===== src/rtl/sc_uart_pkg.sv =====
package sc_uart_pkg;

    localparam int unsigned OVS = 16;

    typedef enum logic [2:0] {
        TX_IDLE,
        TX_START,
        TX_DATA,
        TX_PARITY,
        TX_STOP
    } tx_state_t;

    typedef enum logic [2:0] {
        RX_IDLE,
        RX_START,
        RX_DATA,
        RX_PARITY,
        RX_STOP,
        RX_ERRSIG
    } rx_state_t;

endpackage


===== src/rtl/sc_uart_bittimer.sv =====
module sc_uart_bittimer
    import sc_uart_pkg::*;
#(
    parameter int unsigned DIV_W = 8
) (
    input  logic             clk,
    input  logic             rst_n,
    input  logic             run,
    input  logic [DIV_W-1:0] divisor,
    output logic             mid_pt,
    output logic             bit_end
);
    localparam int unsigned SUB_W = $clog2(OVS);
    localparam logic [SUB_W-1:0] SUB_LAST = SUB_W'(OVS - 1);
    localparam logic [SUB_W-1:0] SUB_MID  = SUB_W'(OVS / 2 - 1);

    logic [DIV_W-1:0] pre_q;
    logic [SUB_W-1:0] sub_q;
    logic             tick;

    assign tick    = run && (pre_q == divisor);
    assign mid_pt  = tick && (sub_q == SUB_MID);
    assign bit_end = tick && (sub_q == SUB_LAST);

    always_ff @(posedge clk or negedge rst_n) begin
        if (!rst_n) begin
            pre_q <= '0;
            sub_q <= '0;
        end else if (!run) begin
            pre_q <= '0;
            sub_q <= '0;
        end else if (tick) begin
            pre_q <= '0;
            sub_q <= (sub_q == SUB_LAST) ? '0 : sub_q + 1'b1;
        end else begin
            pre_q <= pre_q + 1'b1;
        end
    end

    AST_MID_NOT_END: assert property (@(posedge clk) disable iff (!rst_n)
        mid_pt |-> !bit_end) else $error("mid and end coincide");

endmodule


===== src/rtl/sc_uart_tx.sv =====
module sc_uart_tx
    import sc_uart_pkg::*;
#(
    parameter int unsigned DIV_W  = 8,
    parameter int unsigned DATA_W = 8
) (
    input  logic              clk,
    input  logic              rst_n,
    input  logic [DIV_W-1:0]  divisor,
    input  logic              wr,
    input  logic [DATA_W-1:0] wdata,
    input  logic              line_s,
    input  logic              irq_ack,
    input  logic              stat_clr,
    output logic              drive_low,
    output logic              buf_empty,
    output logic              busy,
    output logic              irq,
    output logic              nak_seen
);
    localparam int unsigned IDX_W = $clog2(DATA_W);
    localparam logic [IDX_W-1:0] IDX_LAST = IDX_W'(DATA_W - 1);

    tx_state_t         state_q, state_d;
    logic [DATA_W-1:0] buf_q;
    logic              buf_full_q;
    logic [DATA_W-1:0] sh_q;
    logic              par_q;
    logic [IDX_W-1:0]  idx_q;
    logic              irq_q;
    logic              nak_q;
    logic              mid_pt;
    logic              bit_end;
    logic              load;

    sc_uart_bittimer #(.DIV_W(DIV_W)) u_timer (
        .clk     (clk),
        .rst_n   (rst_n),
        .run     (state_q != TX_IDLE),
        .divisor (divisor),
        .mid_pt  (mid_pt),
        .bit_end (bit_end)
    );

    assign load = (state_q == TX_IDLE) && buf_full_q;

    // state register
    always_ff @(posedge clk or negedge rst_n) begin
        if (!rst_n) state_q <= TX_IDLE;
        else        state_q <= state_d;
    end

    // next-state logic
    always_comb begin
        state_d = state_q;
        unique case (state_q)
            TX_IDLE:   if (buf_full_q) state_d = TX_START;
            TX_START:  if (bit_end) state_d = TX_DATA;
            TX_DATA:   if (bit_end && idx_q == IDX_LAST) state_d = TX_PARITY;
            TX_PARITY: if (bit_end) state_d = TX_STOP;
            TX_STOP:   if (bit_end) state_d = TX_IDLE;
            default:   state_d = TX_IDLE;
        endcase
    end

    // line output
    always_comb begin
        drive_low = 1'b0;
        unique case (state_q)
            TX_START:  drive_low = 1'b1;
            TX_DATA:   drive_low = ~sh_q[0];
            TX_PARITY: drive_low = ~par_q;
            default:   drive_low = 1'b0;
        endcase
    end

    // datapath and flags
    always_ff @(posedge clk or negedge rst_n) begin
        if (!rst_n) begin
            buf_q      <= '0;
            buf_full_q <= 1'b0;
            sh_q       <= '0;
            par_q      <= 1'b0;
            idx_q      <= '0;
            irq_q      <= 1'b0;
            nak_q      <= 1'b0;
        end else begin
            if (load) begin
                buf_full_q <= 1'b0;
                sh_q       <= buf_q;
                par_q      <= ^buf_q;
                idx_q      <= '0;
            end
            if (wr) begin
                buf_full_q <= 1'b1;
                buf_q      <= wdata;
            end
            if (state_q == TX_DATA && bit_end) begin
                sh_q  <= sh_q >> 1;
                idx_q <= idx_q + 1'b1;
            end
            if (irq_ack) irq_q <= 1'b0;
            if (state_q == TX_STOP && bit_end) irq_q <= 1'b1;
            if (stat_clr) nak_q <= 1'b0;
            if (state_q == TX_STOP && mid_pt && !line_s) nak_q <= 1'b1;
        end
    end

    assign buf_empty = !buf_full_q;
    assign busy      = (state_q != TX_IDLE);
    assign irq       = irq_q;
    assign nak_seen  = nak_q;

    AST_LOAD_STARTS_FRAME: assert property (@(posedge clk) disable iff (!rst_n)
        (state_q == TX_IDLE && buf_full_q) |=> (state_q == TX_START)) else $error("load");
    AST_IRQ_AT_FRAME_END: assert property (@(posedge clk) disable iff (!rst_n)
        $rose(irq_q) |-> ($past(state_q) == TX_STOP && state_q == TX_IDLE)) else $error("irq");
    AST_NAK_IN_STOP: assert property (@(posedge clk) disable iff (!rst_n)
        $rose(nak_q) |-> ($past(state_q) == TX_STOP)) else $error("nak");
    AST_IDLE_RELEASED: assert property (@(posedge clk) disable iff (!rst_n)
        (state_q == TX_IDLE) |-> !drive_low) else $error("idle drive");

endmodule


===== src/rtl/sc_uart_rx.sv =====
module sc_uart_rx
    import sc_uart_pkg::*;
#(
    parameter int unsigned DIV_W  = 8,
    parameter int unsigned DATA_W = 8
) (
    input  logic              clk,
    input  logic              rst_n,
    input  logic [DIV_W-1:0]  divisor,
    input  logic              line_s,
    input  logic              tx_busy,
    input  logic              rd,
    input  logic              irq_ack,
    input  logic              stat_clr,
    output logic              err_low,
    output logic [DATA_W-1:0] rdata,
    output logic              full,
    output logic              irq,
    output logic              par_err,
    output logic              overrun
);
    localparam int unsigned IDX_W = $clog2(DATA_W);
    localparam logic [IDX_W-1:0] IDX_LAST = IDX_W'(DATA_W - 1);

    rx_state_t         state_q, state_d;
    logic              line_q;
    logic              fall;
    logic [DATA_W-1:0] sh_q;
    logic              par_q;
    logic [IDX_W-1:0]  idx_q;
    logic [DATA_W-1:0] buf_q;
    logic              full_q;
    logic              irq_q;
    logic              perr_q;
    logic              ovr_q;
    logic              mid_pt;
    logic              bit_end;
    logic              bad_par;
    logic              done;

    sc_uart_bittimer #(.DIV_W(DIV_W)) u_timer (
        .clk     (clk),
        .rst_n   (rst_n),
        .run     (state_q != RX_IDLE),
        .divisor (divisor),
        .mid_pt  (mid_pt),
        .bit_end (bit_end)
    );

    assign fall    = line_q && !line_s;
    assign bad_par = ^{sh_q, par_q};
    assign done    = (state_q == RX_STOP && mid_pt) || (state_q == RX_ERRSIG && bit_end);

    // state register
    always_ff @(posedge clk or negedge rst_n) begin
        if (!rst_n) state_q <= RX_IDLE;
        else        state_q <= state_d;
    end

    // next-state logic
    always_comb begin
        state_d = state_q;
        unique case (state_q)
            RX_IDLE:   if (fall && !tx_busy) state_d = RX_START;
            RX_START: begin
                if (mid_pt && line_s) state_d = RX_IDLE;
                else if (bit_end)     state_d = RX_DATA;
            end
            RX_DATA:   if (bit_end && idx_q == IDX_LAST) state_d = RX_PARITY;
            RX_PARITY: if (bit_end) state_d = bad_par ? RX_ERRSIG : RX_STOP;
            RX_STOP:   if (mid_pt) state_d = RX_IDLE;
            RX_ERRSIG: if (bit_end) state_d = RX_IDLE;
            default:   state_d = RX_IDLE;
        endcase
    end

    // line output: error pulse
    always_comb begin
        err_low = 1'b0;
        unique case (state_q)
            RX_ERRSIG: err_low = 1'b1;
            default:   err_low = 1'b0;
        endcase
    end

    // datapath and flags
    always_ff @(posedge clk or negedge rst_n) begin
        if (!rst_n) begin
            line_q <= 1'b1;
            sh_q   <= '0;
            par_q  <= 1'b0;
            idx_q  <= '0;
            buf_q  <= '0;
            full_q <= 1'b0;
            irq_q  <= 1'b0;
            perr_q <= 1'b0;
            ovr_q  <= 1'b0;
        end else begin
            line_q <= line_s;
            if (state_q == RX_IDLE) idx_q <= '0;
            if (state_q == RX_DATA && mid_pt) sh_q <= {line_s, sh_q[DATA_W-1:1]};
            if (state_q == RX_DATA && bit_end) idx_q <= idx_q + 1'b1;
            if (state_q == RX_PARITY && mid_pt) par_q <= line_s;
            if (rd) full_q <= 1'b0;
            if (irq_ack) irq_q <= 1'b0;
            if (stat_clr) begin
                perr_q <= 1'b0;
                ovr_q  <= 1'b0;
            end
            if (done) begin
                if (full_q && !rd) begin
                    ovr_q <= 1'b1;
                end else begin
                    buf_q  <= sh_q;
                    full_q <= 1'b1;
                    irq_q  <= 1'b1;
                    if (state_q == RX_ERRSIG) perr_q <= 1'b1;
                end
            end
        end
    end

    assign rdata   = buf_q;
    assign full    = full_q;
    assign irq     = irq_q;
    assign par_err = perr_q;
    assign overrun = ovr_q;

    AST_FALSE_START_DROPPED: assert property (@(posedge clk) disable iff (!rst_n)
        (state_q == RX_START && mid_pt && line_s) |=> (state_q == RX_IDLE)) else $error("start");
    AST_ERR_AFTER_PARITY: assert property (@(posedge clk) disable iff (!rst_n)
        $rose(err_low) |-> ($past(state_q) == RX_PARITY)) else $error("errsig");
    AST_ECHO_IGNORED: assert property (@(posedge clk) disable iff (!rst_n)
        (state_q == RX_IDLE && tx_busy) |=> (state_q == RX_IDLE)) else $error("echo");
    AST_UNREAD_KEPT: assert property (@(posedge clk) disable iff (!rst_n)
        (full_q && !rd) |=> $stable(buf_q)) else $error("overrun");

endmodule


===== src/rtl/sc_uart.sv =====
module sc_uart
    import sc_uart_pkg::*;
#(
    parameter int unsigned DIV_W  = 8,
    parameter int unsigned DATA_W = 8
) (
    input  logic              clk,
    input  logic              rst_n,
    input  logic [DIV_W-1:0]  divisor,
    input  logic              tx_wr,
    input  logic [DATA_W-1:0] tx_wdata,
    input  logic              rx_rd,
    output logic [DATA_W-1:0] rx_rdata,
    input  logic              tx_irq_ack,
    input  logic              rx_irq_ack,
    input  logic              stat_clr,
    input  logic              line_in,
    output logic              line_drive_low,
    output logic              tx_buf_empty,
    output logic              tx_shift_empty,
    output logic              tx_irq,
    output logic              rx_full,
    output logic              rx_irq,
    output logic              rx_par_err,
    output logic              rx_overrun,
    output logic              tx_nak_seen
);
    logic [1:0] sync_q;
    logic       line_s;
    logic       tx_low;
    logic       tx_busy;
    logic       rx_low;

    always_ff @(posedge clk or negedge rst_n) begin
        if (!rst_n) sync_q <= 2'b11;
        else        sync_q <= {sync_q[0], line_in};
    end
    assign line_s = sync_q[1];

    sc_uart_tx #(.DIV_W(DIV_W), .DATA_W(DATA_W)) u_tx (
        .clk       (clk),
        .rst_n     (rst_n),
        .divisor   (divisor),
        .wr        (tx_wr),
        .wdata     (tx_wdata),
        .line_s    (line_s),
        .irq_ack   (tx_irq_ack),
        .stat_clr  (stat_clr),
        .drive_low (tx_low),
        .buf_empty (tx_buf_empty),
        .busy      (tx_busy),
        .irq       (tx_irq),
        .nak_seen  (tx_nak_seen)
    );

    sc_uart_rx #(.DIV_W(DIV_W), .DATA_W(DATA_W)) u_rx (
        .clk      (clk),
        .rst_n    (rst_n),
        .divisor  (divisor),
        .line_s   (line_s),
        .tx_busy  (tx_busy),
        .rd       (rx_rd),
        .irq_ack  (rx_irq_ack),
        .stat_clr (stat_clr),
        .err_low  (rx_low),
        .rdata    (rx_rdata),
        .full     (rx_full),
        .irq      (rx_irq),
        .par_err  (rx_par_err),
        .overrun  (rx_overrun)
    );

    assign line_drive_low = tx_low | rx_low;
    assign tx_shift_empty = !tx_busy;

    AST_HALF_DUPLEX_DRIVE: assert property (@(posedge clk) disable iff (!rst_n)
        rx_low |-> !tx_low) else $error("both drive");

endmodule


===== config.mk =====
export PLATFORM = sky130hd
export DESIGN_NAME = sc_uart
export DESIGN_NICKNAME = d
export VERILOG_FILES = /design/src/rtl/sc_uart_pkg.sv /design/src/rtl/sc_uart_bittimer.sv /design/src/rtl/sc_uart_tx.sv /design/src/rtl/sc_uart_rx.sv /design/src/rtl/sc_uart.sv
export SDC_FILE = /design/constraint.sdc
export NUM_CORES = 1
export LEC_CHECK = 0
export BUFFER_PORTS_ARGS = -buffer_cell sky130_fd_sc_hd__buf_2
export CAP_MARGIN = 25
export CORE_ASPECT_RATIO = 0.5
export CORE_MARGIN = 1
export CORE_UTILIZATION = 58
export CTS_BUF_LIST = sky130_fd_sc_hd__clkbuf_16
export DETAILED_ROUTE_END_ITERATION = 12
export PLACE_DENSITY = 0.79
export SLEW_MARGIN = 20
export SYNTH_ARGS = -nofsm -noshare
export SYNTH_HDL_FRONTEND = slang
export SYNTH_SLANG_ARGS = --single-unit

===== constraint.sdc =====
create_clock -name clk -period 2.8 [get_ports clk]
set_input_delay 0.42 -clock clk [delete_from_list [all_inputs] [get_ports clk]]
set_output_delay 0.42 -clock clk [all_outputs]
set_load 0.02 [all_outputs]

## Word level (Yosys, flattened, before mapping)

Index checks and enable logic that the tools add are counted.

| storage, ports and cells | value |
|---|---|
| flip-flop bits (word level) | 80 |
| latch bits | 0 |
| bits in writable memories | 0 |
| memory bits (read-only) | 0 |
| memories kept | 0 |

| operators by class | value |
|---|---|
| add/sub/neg operators | 6 |
| multiply operators | 0 |
| divide/modulo/power cells | 0 |
| order comparisons | 0 |
| eq/ne operators | 30 |
| shift operators | 0 |
| mux-type cells | 52 |
| bitwise operators | 4 |
| reduce and logical (&&, ||, !) cells | 41 |

Operators with widths:

| cell | number |
|---|---|
| $mux 3 | 16 |
| $mux 8 | 6 |
| $mux 4 | 6 |
| $logic_and 1x1->1 | 22 |
| $ne 2x1->1 const B | 11 |
| $mux 1 | 21 |
| $pmux 3 s6 | 1 |
| $add 8x1->8 const B | 2 |
| $eq 8x8->1 | 2 |
| $eq 3x3->1 const B | 5 |
| $pmux 3 s5 | 1 |
| $eq 3x2->1 const B | 4 |
| $reduce_bool 2->1 | 5 |
| $reduce_xor 9->1 | 1 |
| $add 4x1->4 const B | 2 |
| $eq 4x3->1 const B | 2 |
| $eq 4x4->1 const B | 2 |
| $reduce_xor 8->1 | 1 |
| $add 3x1->3 const B | 2 |
| $eq 3x1->1 const B | 2 |
| $logic_not 3->1 | 2 |
| $reduce_and 6->1 | 1 |
| $reduce_bool 3->1 | 2 |
| $reduce_and 5->1 | 1 |
| other kinds (8) | 13 |

## Depth between registers and ports, before layout

Gate-level depths: netlist of the first run.

| depth | value |
|---|---|
| depth after elaboration | 6 |
| gate-level depth with buffers | 8 |
| mapped depth without buffers | 7 |

## Hierarchy

A second synthesis of the first run with hierarchy kept.

| unflattened totals | value |
|---|---|
| cell total of the unflattened synthesis | 351 |
| area, all modules | 3951.3 um^2 |

By module, submodules not included:

| module | times used | cells an instance | area each (um^2) |
|---|---|---|---|
| sc_uart_bittimer | 2 | 70 | 681.9 |
| sc_uart_rx | 1 | 102 | 1306.3 |
| sc_uart_tx | 1 | 105 | 1218.7 |
| sc_uart | 1 | 4 | 62.6 |

## Worst setup path after synthesis of the first run

Ideal clock, no wire load.

| path | value |
|---|---|
| path type | register -> register |
| start | register u_rx.u_timer.pre_q[2] |
| end | register u_rx.sh_q[0] |
| library setup time | 0.125 ns |
| arrival | 1.883 ns |
| data required time | 2.675 ns |
| slack | 0.793 ns |
| cell stages (with the launch flop) | 8 |
| path buffers | 1 |
| clock period less this slack | 2.007 ns |
| cells stage by stage | dfrtp_1 xnor2_1 nand4_2 nor3_4 and3_1 and2b_1 buf_6 mux2_2 |

| between the ends | value |
|---|---|
| cells in the longest elaborated chain, start to end | 4 |

RTL lines:

| element | RTL line | source |
|---|---|---|
| start, declared | sc_uart_bittimer.sv:17 | `logic [DIV_W-1:0] pre_q;` |
| start signal, assigned | sc_uart_bittimer.sv:36 | `pre_q <= pre_q + 1'b1;` |
| $eq 8x8->1 | sc_uart_bittimer.sv:21 | `assign tick = run && (pre_q == divisor);` |
| $logic_and 1x1->1 | sc_uart_bittimer.sv:21 |  |
| $logic_and 1x1->1 | sc_uart_bittimer.sv:22 | `assign mid_pt = tick && (sub_q == SUB_MID);` |
| $logic_and 1x1->1 | sc_uart_rx.sv:101 | `if (state_q == RX_DATA && mid_pt) sh_q <= {line_s, sh_q[DATA_W-1:1]};` |
| end signal, assigned | sc_uart_rx.sv:101 |  |
| end, declared | sc_uart_rx.sv:28 | `logic [DATA_W-1:0] sh_q;` |

No other way between the ends.
A chain may end at the register's enable or synchronous reset.

## Worst setup path after layout of the first run

| path | value |
|---|---|
| start | register u_rx.u_timer.pre_q[2] |
| end | register u_rx.sh_q[1] |

The elaborated chain is that of the path after synthesis.

==> out/qor.yml, run 1 <==
sta:
  setup_slack_ps: 437
  final_max_slew_viol_count: 0
  fin_skew_ps: 6.02
  setup_viol: 0
  worst_pin_slew_ps: 673
  hold_ws_ps: 184
  finalHoldViolations: 0
  rsz0062_at_grt: "no"
  max_freq_mhz: 423
  slew_headroom: 0.548
  setup-tns-final_ps: 0
  timing.final.crit_share: 0.844
  period_minus_slack_ps: 2360
finish:
  nNetsFinal: 427
  final-instance-count-excl-fill: 488
  multi_input_area_mm2: 0.00176
  fill_cells: 456
  drive_gt1_frac: 0.240
  syn2layout_area_growth_pct: 16.3
  regArea_mm2: 0.00201
  antenna_cells: 0
synth:
  yosysMostFrequentCell: "dfrtp_1"
  syn-num-nets: 383
  yosysSeqAreaShare: 0.518
  mappedNetlistArea_mm2: 0.00387
  netlist_instances: 351
  synth-edff-count: 0
  synth_area_leaders: "dfrtp_1, xnor2_1, mux2_2"
  synthArstFlopShare: 1.00
  yosysWarningCount: 0
  synth_cell_type_count: 43
  syn_avg_cell_area_um2: 11.0
  synth-seq-cells: 80
  synth_common_cells: "dfrtp_1, xnor2_1, nor2_1"
  dominantRegCellSynth: "dfrtp_1"
  yosysTopAreaCell: "dfrtp_1"
  post-synth-top-area-fraction: 0.497
pwr:
  internal-power_mw: 2.39
  vdd_drop_max_mv: 0.520
  p_sw_mw: 0.921
  pwr-share-comb: 0.180
  p_leak_nw: 2.15
  power.total_mw: 3.31
  swShare: 0.279
  seq_power_share: 0.459
  clockPowerShare: 0.361
  power_density_mw_per_mm2: 734
route:
  vias_per_cell: 5.57
  drt_iter0_markers: 144
  first_pass_iters: 4
  routed-via-count: 2717
  wl_per_cell_um: 15.2
  drt-total-wl_mm: 7.44
  drc: 0
  antenna_left: 0
critical_path:
  criticalPathCategory: "flip-flop to flip-flop"
  crit_chain: "xnor2_1 > nand4_2 > nor3_4 > and3_1 > and2b_1 > mux2_2"
  slowest_delay_ps: 440
  slowest_stage: "dfrtp_1"
  critPathMaxFanout: 8
  cp.required_ps: 3020
  worstPathArrival_ps: 2580
  reg2reg_slack_ps: 440
  worstSetupStartpointType: "flip-flop"
  endpoint_kind: "flip-flop"
clocking:
  cts_tree: "yes"
  clk_pin_slew_ps: 60
  cts_buffer_depth: 2
  htreeDepth: 3
  cts_buffers: 9
  cts_sinks: 80
  root_buffer: "clkbuf_16"
  postCtsSetupBuffers: 0
  insertion_delay_ps: 330
global_routing:
  grt_max_degree: 81
  grt_pass1_vias: 2744
  grt_pass1_wl_mm: 12.7
  grt_use_total: 0.237
  grt_remaining_overflow: 0
  antenna_found_initial: 0
place:
  io_buffers: 40
  globalplace.congestion: 0.855
  place_inst: 470
  place_ws_ps: 384
  dpl.hpwl_mm: 5.05
min_path:
  worstHoldPathType: "input port to flip-flop"
floorplan:
  row_count: 20
  die_w_um: 118
  die_area_mm2: 0.00703
  die_height_um: 59.8
  ios: 41
  core_mm2: 0.00626
  initial_core_util: 0.619
flow_run:
  maxCapViolations: 0
outcome:
  outcome: "completed"
-- power by group through the flow --
| stage | logic, mW | clock network, mW | registers (mW) |
|---|---|---|---|
| final | 0.595 | 1.19 | 1.52 |
| after CTS | 0.596 | 1.22 | 1.51 |
| after global routing | 0.679 | 1.26 | 1.54 |
| after global placement | 0.538 | 0 | 1.52 |
| after detailed placement | 0.588 | 0 | 1.53 |
| after floorplan | 0.462 | 0 | 1.48 |
-- registers in the layout, summed over array words and instances, names as in the netlist, 2 cells and up --
signal              cells
u_rx.rdata              8
u_rx.sh_q               8
u_tx.state_q            3
u_rx.u_timer.sub_q      4
sync_q                  2
u_tx.u_timer.sub_q      4
u_rx.u_timer.pre_q      8
u_rx.state_q            3
u_tx.buf_q              8
u_rx.idx_q              3
u_tx.idx_q              3
u_tx.u_timer.pre_q      8
u_tx.sh_q               8
-- placed cells by master, fill, tap and decap left out, types with 9 or more instances in the layout --
| cell | synthesis | routed |
|---|---|---|
| nor2_1 | 31 | 31 |
| xnor2_1 | 34 | 34 |
| inv_1 | 15 | 18 |
| nand2_1 | 27 | 27 |
| mux2_2 | 26 | 26 |
| nand3_1 | 14 | 14 |
| clkbuf_16 | 0 | 9 |
| xor2_1 | 12 | 12 |
| buf_2 | 2 | 39 |
| a21oi_1 | 12 | 12 |
| dfrtp_1 | 77 | 77 |
| and3_1 | 15 | 15 |
-- kinds of logic (layout without fill, tap and decap cells) --
| family | count (synthesis) | after routing | synth area share |
|---|---|---|---|
| and+or+nand+nor | 114 | 114 | 0.151 |
| AOI/OAI and AO/OA | 42 | 42 | 0.0746 |
| DFF | 80 | 80 | 0.518 |
| muxes | 32 | 32 | 0.0911 |
| buffers and inverters | 28 | 77 | 0.0297 |
| xor gates and xnor gates | 47 | 47 | 0.110 |
| adders and majority gates | 8 | 8 | 0.0258 |
-- final timing paths --
path,from,to,depth (start not counted)
setup / recovery,u_rx.u_timer.pre_q[2],u_rx.sh_q[1],6
hold / removal,line_in,sync_q[0],1
setup reg to reg,u_rx.u_timer.pre_q[2],u_rx.sh_q[1],6
hold reg to reg,sync_q[0],sync_q[1],0
max in group asynchronous,rst_n,sync_q[0],3
min in group asynchronous,rst_n,u_rx.rdata[4],2
-- routing by layer --
metal	vias to the layer above	track usage	share of wire
met5	-	0	0
met3	17	0.0706	0.035
met1	1336	0.289	0.45
met4	0	0.101	0.022
met2	56	0.406	0.49
li1	1308	-	-
-- through the flow --
stage / util / area, µm²
after floorplan: - / 3870
after global placement: 0.666 / 4160
after detailed placement: 0.666 / 4160
after CTS: 0.714 / 4470
after global routing: 0.720 / 4510
final: 0.720 / 4510
-- cell type report --
cell class	count	share of cell area
tap	88	0.0244
inverter	15	0.0125
sequential	80	0.445
multi-input combinational	243	0.390
clock inverter	7	0.0178
timing repair buffer	46	0.0600
clock buffer	9	0.0500
-- repair_timing --
action / 4_1_cts / 5_1_grt
setup endpoints to repair: 0 / 0
hold buffers: 0 / 1
gates resized for setup: 0 / 0
hold endpoints to repair: 0 / 15
-- critical path, delay by kind of cell, from the launching register on --
kind	cells	cell delay, ps
simple gates	4	1190
flops	1	440
mux	1	390
xor+xnor	1	220
Note: power is estimated with default switching activity, not from simulation.
==> inputs of run 2 (changes only) <==
--- a/config.mk
+++ b/config.mk
@@ -9,10 +9,10 @@
 export CAP_MARGIN = 25
 export CORE_ASPECT_RATIO = 0.5
 export CORE_MARGIN = 1
-export CORE_UTILIZATION = 58
+export CORE_UTILIZATION = 53
 export CTS_BUF_LIST = sky130_fd_sc_hd__clkbuf_16
 export DETAILED_ROUTE_END_ITERATION = 12
-export PLACE_DENSITY = 0.79
+export PLACE_DENSITY = 0.76
 export SLEW_MARGIN = 20
 export SYNTH_ARGS = -nofsm -noshare
 export SYNTH_HDL_FRONTEND = slang
==> constraint.sdc (replaced) <==
create_clock -name clk -period 2.1 [get_ports clk]
set_input_delay 0.315 -clock clk [delete_from_list [all_inputs] [get_ports clk]]
set_output_delay 0.315 -clock clk [all_outputs]
set_load 0.02 [all_outputs]
==> out/qor.yml, run 2 (synthesis gave the netlist of run 1 again) <==
outcome:
  outcome: "completed"
route:
  antenna_left: 0
  routed-via-count: 2735
  wl_per_cell_um: 14.8
  vias_per_cell: 5.44
  first_pass_iters: 4
  drt-total-wl_mm: 7.44
  drt_iter0_markers: 152
  drc: 0
finish:
  utilization: 0.670
  antenna_cells: 0
  layout_commonest_cell: "dfrtp_1"
  syn2layout_area_growth_pct: 19.1
  nNetsFinal: 438
  stdcell_area_mm2: 0.00461
  multi_input_area_mm2: 0.00177
  drive_gt1_frac: 0.270
  final-instance-count-excl-fill: 503
  regArea_mm2: 0.00201
  fill_cells: 532
  layout_common_cells: "dfrtp_1, buf_2, xnor2_1"
floorplan:
  die_w_um: 123
  row_count: 21
  initial_core_util: 0.563
  ios: 41
  die_area_mm2: 0.00768
  core_mm2: 0.00688
  die_height_um: 62.5
sta:
  setup_viol: 0
  finalHoldViolations: 0
  slew_headroom: 0.612
  hold_ws_ps: 71.9
  setup_slack_ps: 89.1
  period_minus_slack_ps: 2010
  timing.final.crit_share: 0.958
  worst_pin_slew_ps: 579
  max_freq_mhz: 497
  setup-tns-final_ps: 0
  final_max_slew_viol_count: 0
  fin_skew_ps: 5.42
critical_path:
  cp.required_ps: 2320
  reg2reg_slack_ps: 90
  setup.worst_path.start: "u_rx.u_timer.pre_q[5]"
  critPathMaxFanout: 4
  criticalPathCategory: "flip-flop to flip-flop"
  endpoint_kind: "flip-flop"
  reg2reg_from: "u_rx.u_timer.pre_q[5]"
  worstSetupStartpointType: "flip-flop"
  worstPathArrival_ps: 2230
clocking:
  cts_buffers: 9
  cts_sinks: 80
  postCtsSetupBuffers: 0
  cts_buffer_depth: 2
  clk_pin_slew_ps: 60
  root_buffer: "clkbuf_16"
  cts_tree: "yes"
  insertion_delay_ps: 340
  htreeDepth: 3
pwr:
  p_leak_nw: 2.20
  power.total_mw: 4.53
  vdd_drop_max_mv: 0.739
  power_density_mw_per_mm2: 981
place:
  io_buffers: 40
  dpl.hpwl_mm: 5.37
  dpl_cell_area_mm2: 0.00427
  place_inst: 486
  globalplace.congestion: 0.905
  place_ws_ps: -19.9
min_path:
  worstHoldPathType: "input port to flip-flop"
  hp-start: "line_in"
global_routing:
  antenna_found_initial: 0
  grt_use_total: 0.226
  grt_pass1_vias: 2833
  grt_pass1_wl_mm: 13.0
  grt_remaining_overflow: 0
  grt_max_degree: 43
flow_run:
  maxCapViolations: 0
==> run 2: cell count changes in the layout (fill, tap and decap cells not counted), sizes merged <==
cell and delta:
clkinv -1, buf +11, clkinvlp +2, inv -1
==> run 2: area by class of cell <==
type / count / share of cell area
repair buffers: 57 / 0.0748
clock inverters: 7 / 0.0209
inverters: 15 / 0.0122
multi-input cells: 243 / 0.384
clock buffers: 9 / 0.0488
well taps: 92 / 0.0249
flip-flops and latches: 80 / 0.435
==> run 2: final timing paths <==
| kind | end | cells past startpoint |
|---|---|---|
| max in group asynchronous | sync_q[1] | 3 |
| min reg2reg | sync_q[1] | 0 |
| max | u_rx.state_q[0] | 7 |
| max reg2reg | u_rx.state_q[0] | 7 |
| min in group asynchronous | u_tx.buf_q[4] | 2 |
| min | sync_q[0] | 1 |
==> run 2: worst max-delay path, stage by stage (launching register included) <==
cell     delay (ps)
dfrtp_1         430
xnor2_1         230
nand4_2         160
buf_4           190
nor2_4           80
nand2_1          90
o311a_1         360
o32a_1          360
==> run 2: report_power, final <==
| group | switching, mW | total (mW) | leakage (nW) | internal (mW) |
|---|---|---|---|---|
| registers | 0.246 | 2.00 | 1.01 | 1.76 |
| logic | 0.405 | 0.852 | 1.03 | 0.447 |
| clock network | 0.631 | 1.67 | 0.153 | 1.04 |
| total | 1.28 | 4.53 | 2.20 | 3.25 |
==> run 2: layer usage <==
metal  GRT usage  vias up  share of wire
li1            -     1332              -
met1       0.275     1344           0.44
met2       0.371       49           0.51
met3      0.0766       10          0.040
met4      0.0838        0          0.012
met5           0        -              0
==> run 2: repair_timing <==
action                                 in CTS  in global routing
endpoints found under the hold margin      41                  0
setup endpoints to repair                   2                  4
resized for setup                           1                  2
hold buffers                                1                  0
gates cloned                                0                  0
